### src/rtl/intc_pkg.sv
package intc_pkg;
  localparam int ADDR_W = 3;
  localparam logic [ADDR_W-1:0] RA_TRIG  = 3'd0;
  localparam logic [ADDR_W-1:0] RA_POL   = 3'd1;
  localparam logic [ADDR_W-1:0] RA_MASK  = 3'd2;
  localparam logic [ADDR_W-1:0] RA_ROUTE = 3'd3;
  localparam logic [ADDR_W-1:0] RA_CLR   = 3'd4;
  localparam logic [ADDR_W-1:0] RA_STAT  = 3'd5;
  localparam logic [ADDR_W-1:0] RA_PEND  = 3'd6;
endpackage

### src/rtl/intc_rst_sync.sv
module intc_rst_sync (
  input  logic clk,
  input  logic rst_n,
  output logic rst_core_n
);
  logic [1:0] sync_q;
  always_ff @(posedge clk or negedge rst_n) begin
    if (!rst_n) sync_q <= 2'b00;
    else        sync_q <= {sync_q[0], 1'b1};
  end
  assign rst_core_n = sync_q[1];
endmodule

### src/rtl/intc_edge_det.sv
module intc_edge_det #(
  parameter int N = 32
) (
  input  logic         clk,
  input  logic         rst_n,
  input  logic [N-1:0] src_in,
  input  logic [N-1:0] trig_edge,
  input  logic [N-1:0] pol_inv,
  input  logic [N-1:0] clr_vec,
  output logic [N-1:0] edge_hit,
  output logic [N-1:0] edge_lat,
  output logic [N-1:0] status
);
  logic [N-1:0] in_q;
  logic [N-1:0] lat_nxt;
  logic         lat_en;

  always_comb begin
    for (int i = 0; i < N; i++) begin
      edge_hit[i] = trig_edge[i] &
                    (pol_inv[i] ? (in_q[i] & ~src_in[i]) : (src_in[i] & ~in_q[i]));
    end
    lat_nxt = (edge_lat & ~clr_vec) | edge_hit;
    lat_en  = (|clr_vec) | (|edge_hit);
    status  = (trig_edge & edge_lat) | (~trig_edge & (src_in ^ pol_inv));
  end

  always_ff @(posedge clk or negedge rst_n) begin
    if (!rst_n) begin
      in_q     <= '0;
      edge_lat <= '0;
    end else begin
      in_q <= src_in;
      if (lat_en) edge_lat <= lat_nxt;
    end
  end
endmodule

### src/rtl/intc_regs.sv
module intc_regs
  import intc_pkg::*;
#(
  parameter int N = 32
) (
  input  logic              clk,
  input  logic              rst_n,
  input  logic              bus_wr,
  input  logic [ADDR_W-1:0] bus_addr,
  input  logic [N-1:0]      bus_wdata,
  input  logic [N-1:0]      status,
  input  logic [N-1:0]      pending,
  output logic [N-1:0]      bus_rdata,
  output logic [N-1:0]      trig_q,
  output logic [N-1:0]      pol_q,
  output logic [N-1:0]      mask_q,
  output logic [N-1:0]      route_q,
  output logic [N-1:0]      clr_vec
);
  logic we_trig, we_pol, we_mask, we_route;

  always_comb begin
    we_trig  = bus_wr && (bus_addr == RA_TRIG);
    we_pol   = bus_wr && (bus_addr == RA_POL);
    we_mask  = bus_wr && (bus_addr == RA_MASK);
    we_route = bus_wr && (bus_addr == RA_ROUTE);
    clr_vec  = (bus_wr && (bus_addr == RA_CLR)) ? bus_wdata : '0;
    case (bus_addr)
      RA_TRIG:  bus_rdata = trig_q;
      RA_POL:   bus_rdata = pol_q;
      RA_MASK:  bus_rdata = mask_q;
      RA_ROUTE: bus_rdata = route_q;
      RA_STAT:  bus_rdata = status;
      RA_PEND:  bus_rdata = pending;
      default:  bus_rdata = '0;
    endcase
  end

  always_ff @(posedge clk or negedge rst_n) begin
    if (!rst_n) begin
      trig_q  <= '0;
      pol_q   <= '0;
      mask_q  <= '1;
      route_q <= '0;
    end else begin
      if (we_trig)  trig_q  <= bus_wdata;
      if (we_pol)   pol_q   <= bus_wdata;
      if (we_mask)  mask_q  <= bus_wdata;
      if (we_route) route_q <= bus_wdata;
    end
  end
endmodule

### src/rtl/intc_prio.sv
module intc_prio #(
  parameter int N    = 32,
  parameter int ID_W = $clog2(N)
) (
  input  logic [N-1:0]    pending,
  output logic            vld,
  output logic [ID_W-1:0] id
);
  always_comb begin
    vld = |pending;
    id  = '1;
    for (int i = N - 1; i >= 0; i--) begin
      if (pending[i]) id = ID_W'(i);
    end
  end
endmodule

### src/rtl/intr_trig_ctrl.sv
module intr_trig_ctrl
  import intc_pkg::*;
#(
  parameter int NUM_SRC = 32,
  localparam int ID_W   = $clog2(NUM_SRC)
) (
  input  logic               clk,
  input  logic               rst_n,
  input  logic [NUM_SRC-1:0] src_in,
  input  logic               bus_wr,
  input  logic [ADDR_W-1:0]  bus_addr,
  input  logic [NUM_SRC-1:0] bus_wdata,
  output logic [NUM_SRC-1:0] bus_rdata,
  output logic               irq_o,
  output logic               fiq_o,
  output logic               next_vld,
  output logic [ID_W-1:0]    next_id
);
  logic               rst_core_n;
  logic [NUM_SRC-1:0] trig_q, pol_q, mask_q, route_q, clr_vec;
  logic [NUM_SRC-1:0] edge_hit, edge_lat, status, pending;

  intc_rst_sync u_rst (.clk(clk), .rst_n(rst_n), .rst_core_n(rst_core_n));

  intc_edge_det #(.N(NUM_SRC)) u_det (
    .clk(clk), .rst_n(rst_core_n), .src_in(src_in), .trig_edge(trig_q),
    .pol_inv(pol_q), .clr_vec(clr_vec), .edge_hit(edge_hit),
    .edge_lat(edge_lat), .status(status)
  );

  intc_regs #(.N(NUM_SRC)) u_regs (
    .clk(clk), .rst_n(rst_core_n), .bus_wr(bus_wr), .bus_addr(bus_addr),
    .bus_wdata(bus_wdata), .status(status), .pending(pending),
    .bus_rdata(bus_rdata), .trig_q(trig_q), .pol_q(pol_q), .mask_q(mask_q),
    .route_q(route_q), .clr_vec(clr_vec)
  );

  assign pending = status & ~mask_q;
  assign irq_o   = |(pending & ~route_q);
  assign fiq_o   = |(pending & route_q);

  intc_prio #(.N(NUM_SRC), .ID_W(ID_W)) u_prio (
    .pending(pending), .vld(next_vld), .id(next_id)
  );
endmodule

### config.mk
export PLATFORM = sky130hd
export DESIGN_NAME = intr_trig_ctrl
export DESIGN_NICKNAME = d
export VERILOG_FILES = /design/src/rtl/intc_pkg.sv /design/src/rtl/intc_rst_sync.sv /design/src/rtl/intc_edge_det.sv /design/src/rtl/intc_regs.sv /design/src/rtl/intc_prio.sv /design/src/rtl/intr_trig_ctrl.sv
export SDC_FILE = /design/constraint.sdc
export NUM_CORES = 1
export LEC_CHECK = 0
export BUFFER_PORTS_ARGS = -buffer_cell sky130_fd_sc_hd__buf_2
export CAP_MARGIN = 20
export CELL_PAD_IN_SITES_DETAIL_PLACEMENT = 1
export CELL_PAD_IN_SITES_GLOBAL_PLACEMENT = 1
export CORE_MARGIN = 8
export CORE_UTILIZATION = 35
export DETAILED_ROUTE_END_ITERATION = 8
export PLACE_DENSITY = 0.61
export SLEW_MARGIN = 30
export SYNTH_ARGS = -nofsm -noshare
export SYNTH_HDL_FRONTEND = slang
export SYNTH_HIERARCHICAL = 1
export SYNTH_SLANG_ARGS = --single-unit
### constraint.sdc
create_clock -name clk -period 13.5 [get_ports clk]
set_clock_uncertainty 0.15 [all_clocks]
set_input_delay 2.7 -clock clk [delete_from_list [all_inputs] [get_ports clk]]
set_output_delay 2.7 -clock clk [all_outputs]
set_load 0.01 [all_outputs]
==> impl_results.md, run 1 <==
* CTS resizes at 0
* Largest net degree at the start of global routing at 70
* Fin. max-slew vios at 0
* Reg2reg path depth at 2
* P_leak at between 5 and 6 nW
* CP most frequent cell: buf_4
* Starting density of the core at 0.352
* Htree depth at 4
* HPWL Detailed at 24.7 mm
* Reg2reg end: u_regs/pol_q[24]$_DFFE_PN0P_
* Non-filler instance count after layout at about 1500
* DR vias/cell at 5.59
* RSZ-0062 raised after global routing: no
* Combinational cell fraction of total power at 0.309
* Pre-CTS setup slack at ~5.7 ns
* Detailed Route Iter0 Violations at 532
* Slowest CP cell: and3b_1
* Worst skew pair latency at between 0.4 and 0.5 ns
* Max clock buf depth at 2
* Layout cell share with drive strength beyond 1 at 0.284
* Crit Path Class: primary input to primary output
* Most frequent cells in the layout: dfrtp_1 (161), buf_2 (108), mux2_2 (106)
* Tcrit/Tclk final at 0.584
* CTS buffer count at 17
* Inserted Diodes at 0
* Setup crit start: bus_addr[0]
* Avg WL per Cell at approximately 23 µm
* Postcts setup bufs at 0
* Delay of the slowest critical-path stage at between 0.6 and 0.7 ns
* Final net count at 1158
* Dpl cell area at 12000 µm²
* DRC Markers at 0
* Worst-path clk slew at 0.07 ns
* Setup WS post-layout at ~5.6 ns
* Critical Path Fanout Max at 52
* Clock Power Share at 0.270
* Crit path launch type: primary input
* Final Hold Fails at 0
* Max-Cap Viols at 0
* 1st-pass router iterations at 5
* First-pass GRT wire length at approximately 54 mm
* Rows at 65
* Part of the power in registers at 0.421
* Clk sinks at about 190
* Die span in x at between 150 and 200 µm
* Peak supply drop at between 0.00009 and 0.0001 V
* Commonest non-fill, non-tap cell in the layout: dfrtp_1
* Initial antenna violation count at 0
* ANT nets after route at 0
* Worst hold margin at 0.0860 ns
* Arrival time worst endpoint at ~5.0 ns
* Vias post-DR at between 8000 and 9000
* CTS tree: done
* Pwr dens at around 160 nW/µm²
* Grt total ovfl at 0
* Clock root buffer: clkbuf_16
* Final setup fails at 0
* # IOs at 110
* Port Buffers at between 100 and 150
* Post-CTS Hold Buffers at 0
* Post-layout min period at ~8 ns
* Mapped cell area at between 10000 and 15000 µm²
* Slew @ Worst Pin at roughly 1 ns
* Tot Pwr at 2.04 mW
* Worst r2r src: u_rst/sync_q[1]$_DFF_PN0_
* Cell count after placement at around 1500
* Vias in the first global route at just under 9000
* Syn Area/Cell at 11.1 µm²
* Setup TNS at 0 ns
* Final instance area at roughly 13000 µm²
* Area growth, synth to finish at 14.8%
* Layout Utilization at 0.404
* Seq. cell area at 4900 µm²
* DRT Wirelength at 35.0 mm
* Sw Share at 0.350
* Die height at between 150 and 200 µm
* Max transition margin at 0.332
* Hold Crit Class: flop to async pin
* Run status: complete, no violations
* Filler cell count at ~3500
* Post-Synthesis Cells at roughly 990
* Core box area at about 31000 µm²
* GP Congestion at ~0.85
* GRT Overall Usage at 0.191
* Max Freq at ~0.13 GHz
* Cells along the critical path: buf_4 > buf_4 > and3b_1 > nand2_1 > o211ai_1 > buf_2
* Multi-input logic area at between 5000 and 6000 µm²
* Net Count, Synth at around 1100
* NetSw at just over 0.7 mW
* WP data required at 10.65 ns
* CP Capture Type: primary output
* Yosys warns at 6
* Die footprint at ~37000 µm²
* Internal Power at 1.33 mW
* R2r setup slk at roughly 12 ns
-- sequential cells by signal, indices dropped and copies added, names as in the netlist --
name / cells
u_regs/pol_q: 32
u_regs/mask_q: 32
u_rst/sync_q: 2
u_det/edge_lat: 32
u_regs/route_q: 32
u_det/in_q: 32
u_regs/trig_q: 32
-- cell type report --
| cell class | instances | area share |
|---|---|---|
| Sequential cell | 194 | 0.388 |
| Inverter | 12 | 0.00357 |
| Multi-Input combinational cell | 740 | 0.465 |
| Timing Repair Buffer | 123 | 0.0537 |
| Clock inverter | 11 | 0.0140 |
| Clock buffer | 21 | 0.0357 |
| Tap cell | 402 | 0.0399 |
-- worst max-delay path by stage --
stage	end	slack [ns]
6_report	bus_rdata[7]	5.61
3_5_place_dp	bus_rdata[1]	5.65
3_3_place_gp	bus_rdata[16]	5.36
4_1_cts	bus_rdata[1]	5.65
2_1_floorplan	next_id[2]	6.63
5_1_grt	bus_rdata[3]	5.50
-- critical path, delay by kind of cell --
| kind | cells | cell delay [ns] |
|---|---|---|
| simple gates | 2 | 0.79 |
| compound gates | 1 | 0.17 |
| buf+inv | 3 | 1.24 |
-- power groups by stage --
stage               logic (mW)  clock network (mW)  registers [mW]
global placement         0.613                   0           0.866
floorplan                0.435                   0           0.828
global route             0.689               0.590           0.883
CTS                      0.629               0.572           0.862
finish                   0.631               0.551           0.860
detailed placement       0.625                   0           0.872
-- per-layer routing --
metal  GRT usage  wire (µm)
met2       0.311      16500
met3      0.0412       1580
met1       0.258      16500
met4      0.0453        498
met5           0          0
(Power assumes the default switching activity.)
==> inputs of run 2 (changes only) <==
--- a/config.mk
+++ b/config.mk
@@ -12,7 +12,7 @@
 export CORE_MARGIN = 8
 export CORE_UTILIZATION = 35
 export DETAILED_ROUTE_END_ITERATION = 8
-export PLACE_DENSITY = 0.61
+export PLACE_DENSITY = 0.64
 export SLEW_MARGIN = 30
 export SYNTH_ARGS = -nofsm -noshare
 export SYNTH_HDL_FRONTEND = slang
==> constraint.sdc (replaced) <==
create_clock -name clk -period 6.53 [get_ports clk]
set_clock_uncertainty 0.15 [all_clocks]
set_input_delay 1.306 -clock clk [delete_from_list [all_inputs] [get_ports clk]]
set_output_delay 1.306 -clock clk [all_outputs]
set_load 0.01 [all_outputs]
==> run 2 against run 1 <==
First-iteration DRC count decreased by 17%; cell count grew 0.27%; via count is 1.7% higher; total power rose by 100%; global-route usage hardly changed; sequential share of layout area rose by 0.089 points; die area is the same; clock-buffer cell count up 2; utilization down 0.092 points; critical path type unchanged; combinational power grew 110%.
==> impl_results.md, run 2 (same netlist as run 1, synthesis figures left out) <==
* Avg WL per Cell at 23.2 µm
* Initial antenna violation count at 0
* Fin. max-slew vios at 0
* Die span in x at ~190 µm
* Rows at 65
* Peak supply drop at just over 0.0002 V
* Pwr dens at around 330 nW/µm²
* Most frequent cells in the layout: dfrtp_1 (161), buf_2 (108), mux2_2 (106)
* Worst skew pair latency at roughly 0.45 ns
* Slowest CP cell: nor2b_1
* Die footprint at between 30000 and 40000 µm²
* Crit path launch type: primary input
* Critical Path Fanout Max at 32
* Post-CTS Hold Buffers at 0
* Hold Crit Class: flop to async pin
* Largest net degree at the start of global routing at 62
* Setup TNS at 0 ns
* # IOs at 110
* Starting density of the core at 0.352
* Slew @ Worst Pin at a little over 0.8 ns
* Inserted Diodes at 0
* Htree depth at 4
* ANT nets after route at 0
* Layout Utilization at 0.403
* Filler cell count at about 3500
* Core box area at ~31000 µm²
* Setup WS post-layout at 1.68 ns
* Detailed Route Iter0 Violations at 439
* Vias in the first global route at 8960
* CTS tree: done
* WP data required at a little over 5 ns
* Vias post-DR at 8542
* Area growth, synth to finish at 14.6%
* CP most frequent cell: buf_2
* DRC Markers at 0
* Crit Path Class: primary input to primary output
* Commonest non-fill, non-tap cell in the layout: dfrtp_1
* Final Hold Fails at 0
* HPWL Detailed at roughly 25 mm
* CTS buffer count at 17
* Tcrit/Tclk final at 0.742
* DRT Wirelength at around 35 mm
* GRT Overall Usage at 0.191
* Postcts setup bufs at 0
* Max transition margin at 0.436
* Cells along the critical path: buf_2 > nor2b_1 > buf_4 > a32oi_1 > o211ai_1 > buf_2
* CTS resizes at 0
* Pre-CTS setup slack at ~1.7 ns
* CP Capture Type: primary output
* CP bufs+invs at 3
* Layout cell share with drive strength beyond 1 at 0.287
* Worst-path clk slew at roughly 0.07 ns
* Max Freq at roughly 0.21 GHz
* Arrival time worst endpoint at 3.39 ns
* Max-Cap Viols at 0
* Clk sinks at roughly 190
* Run status: complete, no violations
* GP Congestion at approximately 0.93
* 1st-pass router iterations at 5
* Post-layout min period at 4.85 ns
* Port Buffers at ~110
* First-pass GRT wire length at around 54 mm
* Die height at 193 µm
* Grt total ovfl at 0
* RSZ-0062 raised after global routing: no
* Clock root buffer: clkbuf_16
* DR vias/cell at 5.67
* Max clock buf depth at 2
* Final setup fails at 0
* P_leak at just over 5 nW
* CP top delay family: buffers and inverters
* Delay of the slowest critical-path stage at 0.68 ns
* Final net count at between 1000 and 1500
[run 2: cell types whose count changed in the layout (fill, tap and decap cells not counted), moves of 2 or more]
cell	before	now
buf_4	13	17
bufinv_16	4	1
clkbuf_8	1	3
clkinv_4	2	4
[run 2: where the power goes]
part | internal, mW | leakage (nW) | total [mW] | switching (mW)
clock network | 0.564 | 0.279 | 1.06 | 0.501
registers | 1.49 | 2.21 | 1.78 | 0.296
logic | 0.604 | 2.57 | 1.31 | 0.704
total | 2.65 | 5.05 | 4.15 | 1.50
[run 2: final timing paths]
path | endpoint | startpoint | cells past startpoint | slack (ns)
worst max-delay path | bus_rdata[7] | bus_addr[2] | 6 | 1.68
worst min-delay path | u_det/edge_lat[8]$_DFFE_PN0P_ | u_rst/sync_q[1]$_DFF_PN0_ | 0 | 0.17
worst max register to register | u_regs/trig_q[26]$_DFFE_PN0P_ | u_rst/sync_q[1]$_DFF_PN0_ | 2 | 4.57
worst min register to register | u_det/edge_lat[8]$_DFFE_PN0P_ | u_rst/sync_q[1]$_DFF_PN0_ | 0 | 0.17
max in group asynchronous | u_regs/trig_q[26]$_DFFE_PN0P_ | u_rst/sync_q[1]$_DFF_PN0_ | 2 | 4.57
min in group clk | u_rst/sync_q[1]$_DFF_PN0_ | u_rst/sync_q[0]$_DFF_PN0_ | 0 | 0.20
[run 2: routing by layer]
layer  wire [µm]  track usage
met1       16000        0.257
met5           0            0
met4        1040       0.0749
met3        1690       0.0374
met2       16200        0.301
[run 2: final cells by class]
cell class / count / area [µm²] / share of cell area
Clock buffer: 23 / 478 / 0.0380
Clock inverter: 9 / 98.8 / 0.00786
Inverter: 12 / 45.0 / 0.00358
Multi-Input combinational cell: 740 / 5860 / 0.466
Sequential cell: 194 / 4900 / 0.389
Tap cell: 402 / 503 / 0.0400
Timing Repair Buffer: 127 / 699 / 0.0556
[run 2: stage by stage]
stage	instances	area [µm²]	hold WS [ns]	power [mW]
2_1_floorplan	991	11000	0.181	2.61
3_3_place_gp	1473	12000	0.184	3.06
3_5_place_dp	1474	12000	0.188	3.10
4_1_cts	1506	12600	0.199	4.19
5_1_grt	1507	12600	0.206	4.38
6_report	1507	12600	0.173	4.15
==> inputs of run 3 (changes only) <==
--- a/config.mk
+++ b/config.mk
@@ -12,7 +12,7 @@
 export CORE_MARGIN = 8
 export CORE_UTILIZATION = 35
 export DETAILED_ROUTE_END_ITERATION = 8
-export PLACE_DENSITY = 0.64
+export PLACE_DENSITY = 0.61
 export SLEW_MARGIN = 30
 export SYNTH_ARGS = -nofsm -noshare
 export SYNTH_HDL_FRONTEND = slang
==> constraint.sdc (replaced) <==
create_clock -name clk -period 4.6 [get_ports clk]
set_clock_uncertainty 0.15 [all_clocks]
set_input_delay 0.92 -clock clk [delete_from_list [all_inputs] [get_ports clk]]
set_output_delay 0.92 -clock clk [all_outputs]
set_load 0.01 [all_outputs]
==> run 3 against run 2 <==
Die area unchanged; utilization increased by 0.26 points; clock-buffer cell count shrank 3; register-to-register slack worse by 1.5 ns; first-iteration DRC count decreased by 0.91%; worst hold slack worse by 0.081 ns; non-clock buffer count up 12; wire length shrank 0.39%; critical path type unchanged; critical endpoint is now next_id[0]; highest routed layer is now met5.
==> impl_results.md, run 3 (same netlist as run 1, synthesis figures left out) <==
* Reg2reg end: u_regs/route_q[0]$_DFFE_PN0P_
* Die height at 193 µm
* Clock root buffer: clkbuf_16
* Hold Crit Class: primary input to async pin
* Die span in x at slightly below 200 µm
* Reg2reg path depth at 1
* P_leak at 5.10 nW
* Core box area at between 30000 and 40000 µm²
* CTS tree: done
* HPWL Detailed at 25.3 mm
* Layout cell share with drive strength beyond 1 at 0.295
* First-pass GRT wire length at between 50 and 60 mm
* R2r setup slk at around 3.1 ns
* Crit Path Class: primary input to primary output
* Critical Path End: next_id[0]
* Worst-path clk slew at roughly 0.06 ns
* Final Hold Fails at 0
* Max transition margin at 0.525
* Post-layout min period at 4.00 ns
* Pwr dens at between 400 and 500 nW/µm²
* ANT nets after route at 0
* 1st-pass router iterations at 5
* Max-Cap Viols at 0
* Tcrit/Tclk final at 0.869
* Setup crit start: src_in[20]
* Avg WL per Cell at between 20 and 25 µm
* Final setup fails at 0
* DRT Wirelength at between 30 and 40 mm
* Clk sinks at 194
* Delay of the slowest critical-path stage at 0.47 ns
* CTS buffer count at 17
* Max clock buf depth at 2
* WP data required at approximately 3.5 ns
* DR vias/cell at 5.60
* CP most frequent cell: buf_2
* Most frequent cells in the layout: dfrtp_1 (161), buf_2 (108), mux2_2 (106)
* Grt total ovfl at 0
* Cells along the critical path: buf_2 > xnor2_1 > o21ai_1 > nor2b_1 > inv_1 > a221o_1 > a21oi_1 > o221ai_1 > buf_2
* Htree depth at 4
* Non-filler instance count after layout at 1519
* Area growth, synth to finish at 15.3%
* Postcts setup bufs at 0
* DRC Markers at 0
* Critical path depth at 9
* CP top delay family: compound AO/OA/AOI/OAI gates
* Run status: complete, no violations
* Worst skew pair latency at ~0.46 ns
* # IOs at between 100 and 150
* Inserted Diodes at 0
* Arrival time worst endpoint at 2.93 ns
* Largest net degree at the start of global routing at 112
* GP Congestion at 0.881
* Starting density of the core at 0.352
* CP bufs+invs at 3
* Rows at 65
* Commonest non-fill, non-tap cell in the layout: dfrtp_1
* Initial antenna violation count at 1
* Critical Path Fanout Max at 7
* Slowest CP cell: nor2b_1
* CP Capture Type: primary output
* Worst r2r src: u_rst/sync_q[1]$_DFF_PN0_
* Vias in the first global route at ~9000
* Port Buffers at ~110
* Die footprint at about 37000 µm²
* Final net count at between 1000 and 1500
* Layout Utilization at 0.405
* Detailed Route Iter0 Violations at around 440
* Post-CTS Hold Buffers at 0
* Max Freq at approximately 0.25 GHz
* Crit path launch type: primary input
* Peak supply drop at around 0.00028 V
* Setup TNS at 0 ns
* Vias post-DR at around 8500
* Tot Pwr at a little under 6 mW
* Filler cell count at roughly 3500
* CTS resizes at 0
* Cell count after placement at ~1500
* Slew @ Worst Pin at between 0.6 and 0.7 ns
* GRT Overall Usage at 0.192
* Fin. max-slew vios at 0
* RSZ-0062 raised after global routing: no
-- run 3: how the worst min path moves through the flow --
stage	startpoint	endpoint	depth (start not counted)
6_report	rst_n	u_rst/sync_q[1]$_DFF_PN0_	1
5_1_grt	rst_n	u_rst/sync_q[1]$_DFF_PN0_	1
3_3_place_gp	u_rst/sync_q[1]$_DFF_PN0_	u_det/edge_lat[2]$_DFFE_PN0P_	0
3_5_place_dp	u_rst/sync_q[1]$_DFF_PN0_	u_det/edge_lat[2]$_DFFE_PN0P_	0
4_1_cts	rst_n	u_rst/sync_q[1]$_DFF_PN0_	1
2_1_floorplan	u_rst/sync_q[0]$_DFF_PN0_	u_rst/sync_q[1]$_DFF_PN0_	0
-- run 3: report_power, final --
part           leakage (nW)  internal [mW]  switching [mW]
sequential             2.21           2.11           0.409
combinational          2.62          0.865           0.995
clock                 0.276          0.788           0.718
-- run 3: metrics by stage --
step	hold slack (ns)	cell area, µm²	setup slack, ns
after floorplan	0.181	11000	1.28
after global placement	0.178	12100	0.636
after detailed placement	0.177	12100	0.586
after CTS	0.0653	12700	0.583
after global routing	0.0679	12700	0.434
final	0.0917	12700	0.605
-- run 3: final cells by class --
cell class                      instances  area [µm²]  area share
Clock inverter                         12         125     0.00988
Inverter                               12        45.0     0.00356
Tap cell                              402         503      0.0397
Sequential cell                       194        4900       0.387
Timing Repair Buffer                  139         786      0.0621
Multi-Input combinational cell        740        5850       0.462
Clock buffer                           20         457      0.0361
-- run 3: layer usage --
metal  track usage  part of all wire  wire length, µm
met5             0           0.00049               17
met4        0.0612             0.021              741
met3        0.0369             0.038             1330
met2         0.309              0.47            16300
met1         0.258              0.47            16500
